File: config.mk
export PLATFORM = sky130hd
export DESIGN_NAME = cfg_par_serializer
export DESIGN_NICKNAME = d
export VERILOG_FILES = /design/src/rtl/cfgser_pkg.sv /design/src/rtl/cfgser_timing.sv /design/src/rtl/cfgser_fetch.sv /design/src/rtl/cfgser_shift.sv /design/src/rtl/cfg_par_serializer.sv
export SDC_FILE = /design/constraint.sdc
export NUM_CORES = 1
export LEC_CHECK = 0
export ABC_CLOCK_PERIOD_IN_PS = 5900
export BUFFER_PORTS_ARGS = -buffer_cell sky130_fd_sc_hd__buf_2
export CAP_MARGIN = 10
export CORE_MARGIN = 3
export CORE_UTILIZATION = 40
export CTS_CLUSTER_SIZE = 8
export DETAILED_ROUTE_END_ITERATION = 8
export GPL_TIMING_DRIVEN = 0
export HOLD_SLACK_MARGIN = 0.08
export PLACE_DENSITY = 0.67
export SYNTH_ARGS = -nofsm -noshare
export SYNTH_HDL_FRONTEND = slang
export SYNTH_SLANG_ARGS = --single-unit
File: constraint.sdc
create_clock -name clk -period 5.9 [get_ports clk]
set_input_delay 1.18 -clock clk [delete_from_list [all_inputs] [get_ports clk]]
set_output_delay 1.18 -clock clk [all_outputs]
set_load 0.02 [all_outputs]
File: src/rtl/cfgser_pkg.sv
package cfgser_pkg;
  localparam int unsigned BYTE_W = 8;
  localparam int unsigned BIT_W  = $clog2(BYTE_W);
  // two internal cycles per bit: one low and one high bit-clock phase
  localparam int unsigned PH_W   = BIT_W + 1;
  localparam logic [PH_W-1:0] PH_CAP  = PH_W'(BYTE_W - 1);
  localparam logic [PH_W-1:0] PH_LAST = {PH_W{1'b1}};
endpackage

File: src/rtl/cfgser_timing.sv
module cfgser_timing
  import cfgser_pkg::*;
(
  input  logic            clk,
  input  logic            rst_n,
  input  logic            run_i,
  output logic [PH_W-1:0] ph_o,
  output logic            cap_slot_o,
  output logic            end_slot_o
);
  logic [PH_W-1:0] ph_q, ph_d;

  always_comb begin
    ph_d = run_i ? ph_q + PH_W'(1) : '0;
  end

  always_ff @(posedge clk or negedge rst_n) begin
    if (!rst_n) ph_q <= '0;
    else        ph_q <= ph_d;
  end

  assign ph_o       = ph_q;
  assign cap_slot_o = run_i && (ph_q == PH_CAP);
  assign end_slot_o = run_i && (ph_q == PH_LAST);

  // the phase advances by one per cycle while a load runs
  assert_phase_step_R4: assert property (@(posedge clk) disable iff (!rst_n)
    (run_i && $past(run_i)) |-> (ph_q == PH_W'($past(ph_q) + PH_W'(1))));
endmodule

File: src/rtl/cfgser_fetch.sv
module cfgser_fetch
  import cfgser_pkg::*;
#(
  parameter int unsigned ADDR_W = 18
) (
  input  logic              clk,
  input  logic              rst_n,
  input  logic              clear_i,
  input  logic              cap_i,
  input  logic              mirror_i,
  input  logic [BYTE_W-1:0] data_i,
  output logic [ADDR_W-1:0] addr_o,
  output logic              at_max_o,
  output logic [BYTE_W-1:0] byte_o
);
  logic [ADDR_W-1:0] addr_q, addr_d;
  logic [BYTE_W-1:0] hold_q, hold_d;
  logic [BYTE_W-1:0] rev;

  for (genvar i = 0; i < BYTE_W; i++) begin : g_rev
    assign rev[i] = data_i[BYTE_W-1-i];
  end

  always_comb begin
    addr_d = addr_q;
    hold_d = hold_q;
    if (clear_i) begin
      addr_d = '0;
    end else if (cap_i) begin
      addr_d = addr_q + ADDR_W'(1);
      hold_d = mirror_i ? rev : data_i;
    end
  end

  always_ff @(posedge clk or negedge rst_n) begin
    if (!rst_n) begin
      addr_q <= '0;
      hold_q <= '0;
    end else begin
      addr_q <= addr_d;
      hold_q <= hold_d;
    end
  end

  assign addr_o   = addr_q;
  assign at_max_o = (addr_q == {ADDR_W{1'b1}});
  assign byte_o   = hold_q;

  // one step per captured byte
  assert_addr_step_R3: assert property (@(posedge clk) disable iff (!rst_n)
    (cap_i && !clear_i) |=> (addr_q == ADDR_W'($past(addr_q) + ADDR_W'(1))));
  // an accepted start begins at address zero
  assert_addr_origin_R2: assert property (@(posedge clk) disable iff (!rst_n)
    clear_i |=> (addr_q == '0));
endmodule

File: src/rtl/cfgser_shift.sv
module cfgser_shift
  import cfgser_pkg::*;
(
  input  logic              clk,
  input  logic              rst_n,
  input  logic              load_i,
  input  logic              stop_i,
  input  logic [BYTE_W-1:0] byte_i,
  input  logic [BIT_W-1:0]  bit_idx_i,
  output logic              act_o,
  output logic              dout_o
);
  logic [BYTE_W-1:0] sreg_q, sreg_d;
  logic              act_q, act_d;

  always_comb begin
    sreg_d = sreg_q;
    act_d  = act_q;
    if (stop_i) begin
      act_d = 1'b0;
    end else if (load_i) begin
      sreg_d = byte_i;
      act_d  = 1'b1;
    end
  end

  always_ff @(posedge clk or negedge rst_n) begin
    if (!rst_n) begin
      sreg_q <= '0;
      act_q  <= 1'b0;
    end else begin
      sreg_q <= sreg_d;
      act_q  <= act_d;
    end
  end

  assign act_o  = act_q;
  assign dout_o = act_q & sreg_q[bit_idx_i];

  // a freshly loaded byte shows its least significant bit first
  assert_lsb_first_R5: assert property (@(posedge clk) disable iff (!rst_n)
    (load_i && !stop_i) |=> (dout_o == $past(byte_i[0])));
endmodule

File: src/rtl/cfg_par_serializer.sv
module cfg_par_serializer
  import cfgser_pkg::*;
#(
  parameter int unsigned ADDR_W = 18
) (
  input  logic              clk,
  input  logic              rst_n,
  input  logic              start_i,
  input  logic [ADDR_W:0]   byte_count_i,
  input  logic              mirror_i,
  output logic [ADDR_W-1:0] mem_addr_o,
  output logic              mem_rclk_o,
  input  logic [7:0]        mem_data_i,
  output logic              cclk_o,
  output logic              dout_o,
  output logic              busy_o,
  output logic              done_o,
  output logic              error_o
);
  localparam int unsigned CNT_W = ADDR_W + 1;

  logic             busy_q, busy_d;
  logic             done_q, done_d;
  logic             err_q, err_d;
  logic             pend_q, pend_d;
  logic             rclk_q, rclk_d;
  logic [CNT_W-1:0] cnt_q, cnt_d;
  logic [CNT_W-1:0] got_q, got_d;

  logic [PH_W-1:0]   ph;
  logic              cap_slot, end_slot;
  logic              accept, cap, ovf, load, finish;
  logic              at_max, shift_act;
  logic [BYTE_W-1:0] held_byte;

  cfgser_timing u_timing (
    .clk        (clk),
    .rst_n      (rst_n),
    .run_i      (busy_q),
    .ph_o       (ph),
    .cap_slot_o (cap_slot),
    .end_slot_o (end_slot)
  );

  cfgser_fetch #(.ADDR_W(ADDR_W)) u_fetch (
    .clk      (clk),
    .rst_n    (rst_n),
    .clear_i  (accept),
    .cap_i    (cap),
    .mirror_i (mirror_i),
    .data_i   (mem_data_i),
    .addr_o   (mem_addr_o),
    .at_max_o (at_max),
    .byte_o   (held_byte)
  );

  cfgser_shift u_shift (
    .clk       (clk),
    .rst_n     (rst_n),
    .load_i    (load),
    .stop_i    (finish | ovf),
    .byte_i    (held_byte),
    .bit_idx_i (ph[PH_W-1:1]),
    .act_o     (shift_act),
    .dout_o    (dout_o)
  );

  always_comb begin
    accept = start_i && !busy_q && (byte_count_i != '0);
    cap    = cap_slot && (got_q < cnt_q);
    ovf    = cap && at_max && ((got_q + CNT_W'(1)) < cnt_q);
    load   = end_slot && pend_q;
    finish = end_slot && !pend_q && shift_act;
  end

  always_comb begin
    busy_d = busy_q;
    err_d  = err_q;
    pend_d = pend_q;
    rclk_d = rclk_q;
    cnt_d  = cnt_q;
    got_d  = got_q;
    done_d = finish;
    if (accept) begin
      busy_d = 1'b1;
      err_d  = 1'b0;
      pend_d = 1'b0;
      cnt_d  = byte_count_i;
      got_d  = '0;
    end else if (ovf) begin
      busy_d = 1'b0;
      err_d  = 1'b1;
      pend_d = 1'b0;
      rclk_d = 1'b0;
    end else begin
      if (cap) begin
        pend_d = 1'b1;
        rclk_d = 1'b1;
        got_d  = got_q + CNT_W'(1);
      end
      if (end_slot) begin
        rclk_d = 1'b0;
      end
      if (load) begin
        pend_d = 1'b0;
      end
      if (finish) begin
        busy_d = 1'b0;
      end
    end
  end

  always_ff @(posedge clk or negedge rst_n) begin
    if (!rst_n) begin
      busy_q <= 1'b0;
      done_q <= 1'b0;
      err_q  <= 1'b0;
      pend_q <= 1'b0;
      rclk_q <= 1'b0;
      cnt_q  <= '0;
      got_q  <= '0;
    end else begin
      busy_q <= busy_d;
      done_q <= done_d;
      err_q  <= err_d;
      pend_q <= pend_d;
      rclk_q <= rclk_d;
      cnt_q  <= cnt_d;
      got_q  <= got_d;
    end
  end

  assign cclk_o     = shift_act & ph[0];
  assign mem_rclk_o = rclk_q;
  assign busy_o     = busy_q;
  assign done_o     = done_q;
  assign error_o    = err_q;

  // nothing toggles while idle
  assert_idle_quiet_R1: assert property (@(posedge clk) disable iff (!rst_n)
    !busy_q |-> (!cclk_o && !mem_rclk_o && !dout_o));
  // data moves only with the bit clock low
  assert_dout_edge_R6: assert property (@(posedge clk) disable iff (!rst_n)
    !$stable(dout_o) |-> !cclk_o);
  // done is a single cycle, with busy already low
  assert_done_pulse_R9: assert property (@(posedge clk) disable iff (!rst_n)
    done_q |-> (!busy_q ##1 !done_q));
  // a start during a load leaves the programmed count alone
  assert_start_ignored_R10: assert property (@(posedge clk) disable iff (!rst_n)
    (busy_q && start_i) |=> $stable(cnt_q));
  // an overflowed load is no longer running
  assert_no_overflow_busy_R12: assert property (@(posedge clk) disable iff (!rst_n)
    err_q |-> (!busy_q && !done_q));
endmodule

==> impl_metrics.ini, run 1 <==
[place]
gp_congestion = 0.924
place_worst_setup_slack_ns = 1.65
dp.final_hpwl_um = 9060
dp_cells = 686
io_buffers = 53

[sta]
skew_ns = 0.0129
fin_ws_ns = 1.52
fin_crit_ns = 4.38
setup_tns_ns = 0
worst_slew_pin_slew_ns = 1.11
finalCritPeriodShare_pct = 74.3
finalHoldViolCount = 0
slew_viol_final = 0
setup_viol = 0
grt_setup_unrepaired = no
slew_headroom_pct = 25.3
max_freq_ghz = 0.228

[power]
p_leak_nw = 2.77
power_density_mw_per_mm2 = 208
ir_worst_vdd_uv = 104
p_total_mw = 1.16

[global_routing]
grt.overflow.total = 0
grt_max_degree = 65
grt_pass1_vias = 3881
grt_first_pass_wirelength_um = 19600
track_usage_pct = 18.6
antenna_found_initial = 0

[clocking]
h-tree-depth = 3
cts_hold_buf = 0
cts.sinks = 82
post_cts_resized = 0
cts_setup_buffers = 0
cts_buffer_depth = 2
cts_buffers = 9
cts_tree = yes
clk_latency_ns = 0.34
cts.clk_slew.worst_paths_ns = 0.07
root_buffer = clkbuf_16

[layout]
mostFrequentLayoutCells = dfrtp_1 (82), nand2_1 (63), buf_2 (55)
final_common_cell = dfrtp_1
fin_nets = 624
areaGrowthSynthToFinish_pct = 15.7
diodes = 0
final.fill_count = 1119
final_cells = 702
drive_above_1_share_pct = 20.8

[yosys]
ys_top_cells_by_area = dfrtp_1 (42%), ha_1 (10%), nand2_1 (4.9%)
synth_edf_count = 0
ys_warn_count = 0
syn_nets = 559
yosysSeqAreaShare_pct = 42.5
synthArstFlopShare_pct = 100
ys_types = 59
synth_top_area_share_pct = 42.5
synth-seq-cells = 82
netlist_area_mm2 = 0.00483
avgSynthCellArea_um2 = 9.88
yosys.area.top_type = dfrtp_1
synth_ff_type = dfrtp_1
syn_inst = 489

[floorplanning]
io_pins = 55
dieWidth_um = 116
placementRows = 39
chipHeight_um = 116
core-area_mm2 = 0.0116
die_area_mm2 = 0.0134
initial_core_util_pct = 41.6

[critical_path]
worstPathRequired_ns = 6.12
critPathKind = reg -> reg
crit_path_cell_trace = ha_1 > nand3_1 > nor3_1 > nand2_1 > nor2_1 > xor2_1 > ha_1 > a21oi_1 > nor2b_1 > o21ai_0 > nand2b_4 > nor4_4 > nand2b_1 > buf_6 > buf_12 > mux2_4
end_kind = flip-flop
slowest_stage = nor4_4
cp_common_cell = ha_1
cp_max_fo = 10
startpoint_type = flip-flop
regToRegSetupSlack_ns = 1.52
cp.arrival_ns = 4.60
slowest_delay_ns = 0.50

[route]
drc = 0
drtAntennaViolNets = 0
vias = 3834
wirelength_um = 11900
drt_iter0_drc = 260
drt_first_pass_iters = 4
avgViaCountPerCell = 5.46
wl_per_cell_um = 16.9

[flow_run]
cap_violations = 0

[worst_hold_path]
hp-class = reg -> reg

[outcome]
outcome = completed
path summary, 6_finish.rpt:
path	cells after the start	endpoint	start
max reg2reg	16	got_q[14]	got_q[0]
max	16	got_q[14]	got_q[0]
max in group asynchronous	2	u_fetch.addr_o[11]	rst_n
min	2	u_fetch.byte_o[7]	u_fetch.byte_o[7]
min reg2reg	2	u_fetch.byte_o[7]	u_fetch.byte_o[7]
min in group asynchronous	1	cnt_q[14]	rst_n
worst max-delay path: cells and delay by family, from the launching register on:
family | cells | cell delay (ns)
compound gates | 2 | 0.54
fa+ha+maj | 2 | 0.50
xor+xnor | 1 | 0.22
simple gates | 8 | 1.91
buf+inv | 2 | 0.34
mux | 1 | 0.30
flops | 1 | 0.45
layer usage:
layer  wire, um  GRT usage, %  vias up
met3        662          4.13       13
met4        148          5.10        0
met1       5300          24.6     1869
met5          0             0        -
li1           -             -     1854
met2       5780          31.0       98
final cells by class:
type	instances	area (um2)	share of cell area, %
Multi-Input combinational cell	363	2560	45.9
Sequential cell	82	2050	36.7
Timing Repair Buffer	54	295	5.28
Clock buffer	10	239	4.27
Tap cell	143	179	3.20
Buffer	17	113	2.01
Inverter	27	101	1.81
Clock inverter	6	47.5	0.850
metrics by stage:
step / hold WS (ns) / cell area [um2] / utilization (%)
after floorplan: 0.438 / 4830 / -
after global placement: 0.472 / 5280 / 45.4
after detailed placement: 0.475 / 5310 / 45.7
after CTS: 0.490 / 5590 / 48.1
after global routing: 0.523 / 5590 / 48.1
final: 0.489 / 5590 / 48.1
synthesized netlist by cell type (all sizes together) (6+ instances only):
master and instances:
dfrtp 82, nand2 63, ha 39, nor2 34, o21ai 32, inv 27, mux2 21, xnor2 20
a21oi 16, nand3 16, and2 14, nor4 12, mux2i 10, clkbuf 9, buf 8, nand4 8
nor3 7, or2 6, xor2 6
where the power goes:
group	internal, mW	total, mW	switching (mW)
logic	0.0186	0.0432	0.0246
registers	0.570	0.575	0.00475
clock network	0.301	0.543	0.242
total	0.890	1.16	0.272
sequential cells by signal, indices dropped and copies added, names as in the netlist:
| signal | count |
|---|---|
| mem_rclk_o | 1 |
| u_timing.ph_o | 4 |
| busy_o | 1 |
| got_q | 19 |
| error_o | 1 |
| u_shift.act_o | 1 |
| pend_q | 1 |
| u_fetch.byte_o | 8 |
| done_o | 1 |
| u_fetch.addr_o | 18 |
| u_shift.sreg_q | 8 |
| cnt_q | 19 |
cell families after synthesis:
group                    share of synthesized area, %
AND/OR/NAND/NOR                                  19.1
AO/OA/AOI/OAI                                    11.0
flip-flops                                       42.5
buffers and inverters                            4.43
adder cells (fa/ha/maj)                          10.1
multiplexers                                     8.21
XOR/XNOR                                         4.71
Power figures use the tool's default switching activity.
==> inputs of run 2 (changes only) <==
- ABC_CLOCK_PERIOD_IN_PS: 5900 -> 4550
- clock period: 5.9 -> 4.55 ns (I/O delays scaled with it)
==> impl_metrics.ini, run 2 (same netlist as run 1, synthesis figures left out) <==
[outcome]
outcome = completed

[global_routing]
grt_pass1_vias = 3881
grt.overflow.total = 0
antenna_found_initial = 0
track_usage_pct = 18.6
grt_max_degree = 65
grt_first_pass_wirelength_um = 19600

[layout]
diodes = 0
mostFrequentLayoutCells = dfrtp_1 (82), nand2_1 (63), buf_2 (55)
final_common_cell = dfrtp_1
regArea_mm2 = 0.00205
areaGrowthSynthToFinish_pct = 15.9
stdcell_area_mm2 = 0.00560
multi_input_area_mm2 = 0.00257
fin_nets = 624
final.fill_count = 1117
drive_above_1_share_pct = 20.9

[critical_path]
cp_max_fo = 10
cp_common_cell = ha_1
slowest_delay_ns = 0.50
slowest_stage = nor4_4
crit_path_cell_trace = ha_1 > nand3_1 > nor3_2 > nand2_1 > nor2_1 > xor2_1 > ha_1 > a21oi_1 > nor2b_1 > o21ai_0 > nand2b_4 > nor4_4 > nand2b_1 > buf_6 > buf_12 > mux2_4
end_kind = flip-flop
path_delay_family = simple AND/OR/NAND/NOR gates
crit_buf_inv = 2
critPathKind = reg -> reg
cp.arrival_ns = 4.39
worstPathRequired_ns = 4.76
startpoint_type = flip-flop

[sta]
hold_ws_ns = 0.445
grt_setup_unrepaired = no
worst_slew_pin_slew_ns = 1.15
skew_ns = 0.0131
setup_viol = 0
finalHoldViolCount = 0
finalCritPeriodShare_pct = 91.7
fin_ws_ns = 0.379
slew_headroom_pct = 22.3
setup_tns_ns = 0
fin_crit_ns = 4.17
max_freq_ghz = 0.240
slew_viol_final = 0

[power]
p_leak_nw = 2.77
ir_worst_vdd_uv = 135
p_total_mw = 1.51
power_density_mw_per_mm2 = 269

[route]
vias = 3851
wirelength_um = 11900
drt_iter0_drc = 264
drc = 0
wl_per_cell_um = 17.0
avgViaCountPerCell = 5.49
drt_first_pass_iters = 4
drtAntennaViolNets = 0

[clocking]
cts_tree = yes
cts.sinks = 82
h-tree-depth = 3
cts_buffer_depth = 2
cts_buffers = 9
clk_latency_ns = 0.34
cts.clk_slew.worst_paths_ns = 0.07
cts_hold_buf = 0
root_buffer = clkbuf_16

[floorplanning]
die_area_mm2 = 0.0134
dieWidth_um = 116
core-area_mm2 = 0.0116
placementRows = 39
initial_core_util_pct = 41.6
io_pins = 55
chipHeight_um = 116

[place]
gp_congestion = 0.924
dp.final_hpwl_um = 9060
dpl_cell_area_mm2 = 0.00531
io_buffers = 53
place_worst_setup_slack_ns = 0.302

[flow_run]
cap_violations = 0

[worst_hold_path]
hp-class = in -> async
## run 2: cell types whose count changed in the layout (fill, tap and decap cells not counted)
cell,before,now
nor3_1,7,6
nor3_2,0,1
## run 2: path summary, 6_finish.rpt
path	start	end	slack (ns)	depth (start not counted)
max in group asynchronous	rst_n	u_fetch.addr_o[11]	3.51	2
hold / removal	rst_n	cnt_q[6]	0.45	1
setup reg to reg	got_q[0]	got_q[14]	0.38	16
hold reg to reg	u_fetch.byte_o[7]	u_fetch.byte_o[7]	0.49	2
min in group clk	u_fetch.byte_o[7]	u_fetch.byte_o[7]	0.49	2
setup / recovery	got_q[0]	got_q[14]	0.38	16
## run 2: power breakdown
group | leakage [nW] | internal, mW | switching [mW]
Sequential | 0.969 | 0.740 | 0.00617
Clock | 0.140 | 0.391 | 0.313
Combinational | 1.66 | 0.0241 | 0.0319
Total | 2.77 | 1.15 | 0.351
## run 2: metrics by stage
| stage | cells | utilization (%) |
|---|---|---|
| 6_report | 702 | 48.2 |
| 5_1_grt | 702 | 48.2 |
| 4_1_cts | 702 | 48.1 |
| 3_5_place_dp | 686 | 45.7 |
| 3_3_place_gp | 685 | 45.4 |
| 2_1_floorplan | 489 | - |
## run 2: area by class of cell
cell class                      instances  share of cell area [%]
Sequential cell                        82                    36.7
Buffer                                 17                    2.01
Clock inverter                          6                   0.850
Timing Repair Buffer                   54                    5.28
Inverter                               27                    1.81
Tap cell                              143                    3.20
Clock buffer                           10                    4.27
Multi-Input combinational cell        363                    45.9
## run 2: per-layer routing
layer	up-vias	share of wire, %	routed length [um]	GRT usage (%)
li1	1858	-	-	-
met1	1885	45	5350	24.6
met2	98	49	5850	31.0
met3	10	5.1	609	4.13
met4	0	0.91	109	5.10
met5	-	0	0	0
## run 2: repair_timing
| action | 4_1_cts | 5_1_grt |
|---|---|---|
| setup buffers | 0 | 0 |
| resized for setup | 0 | 1 |
| setup endpoints to repair | 0 | 4 |
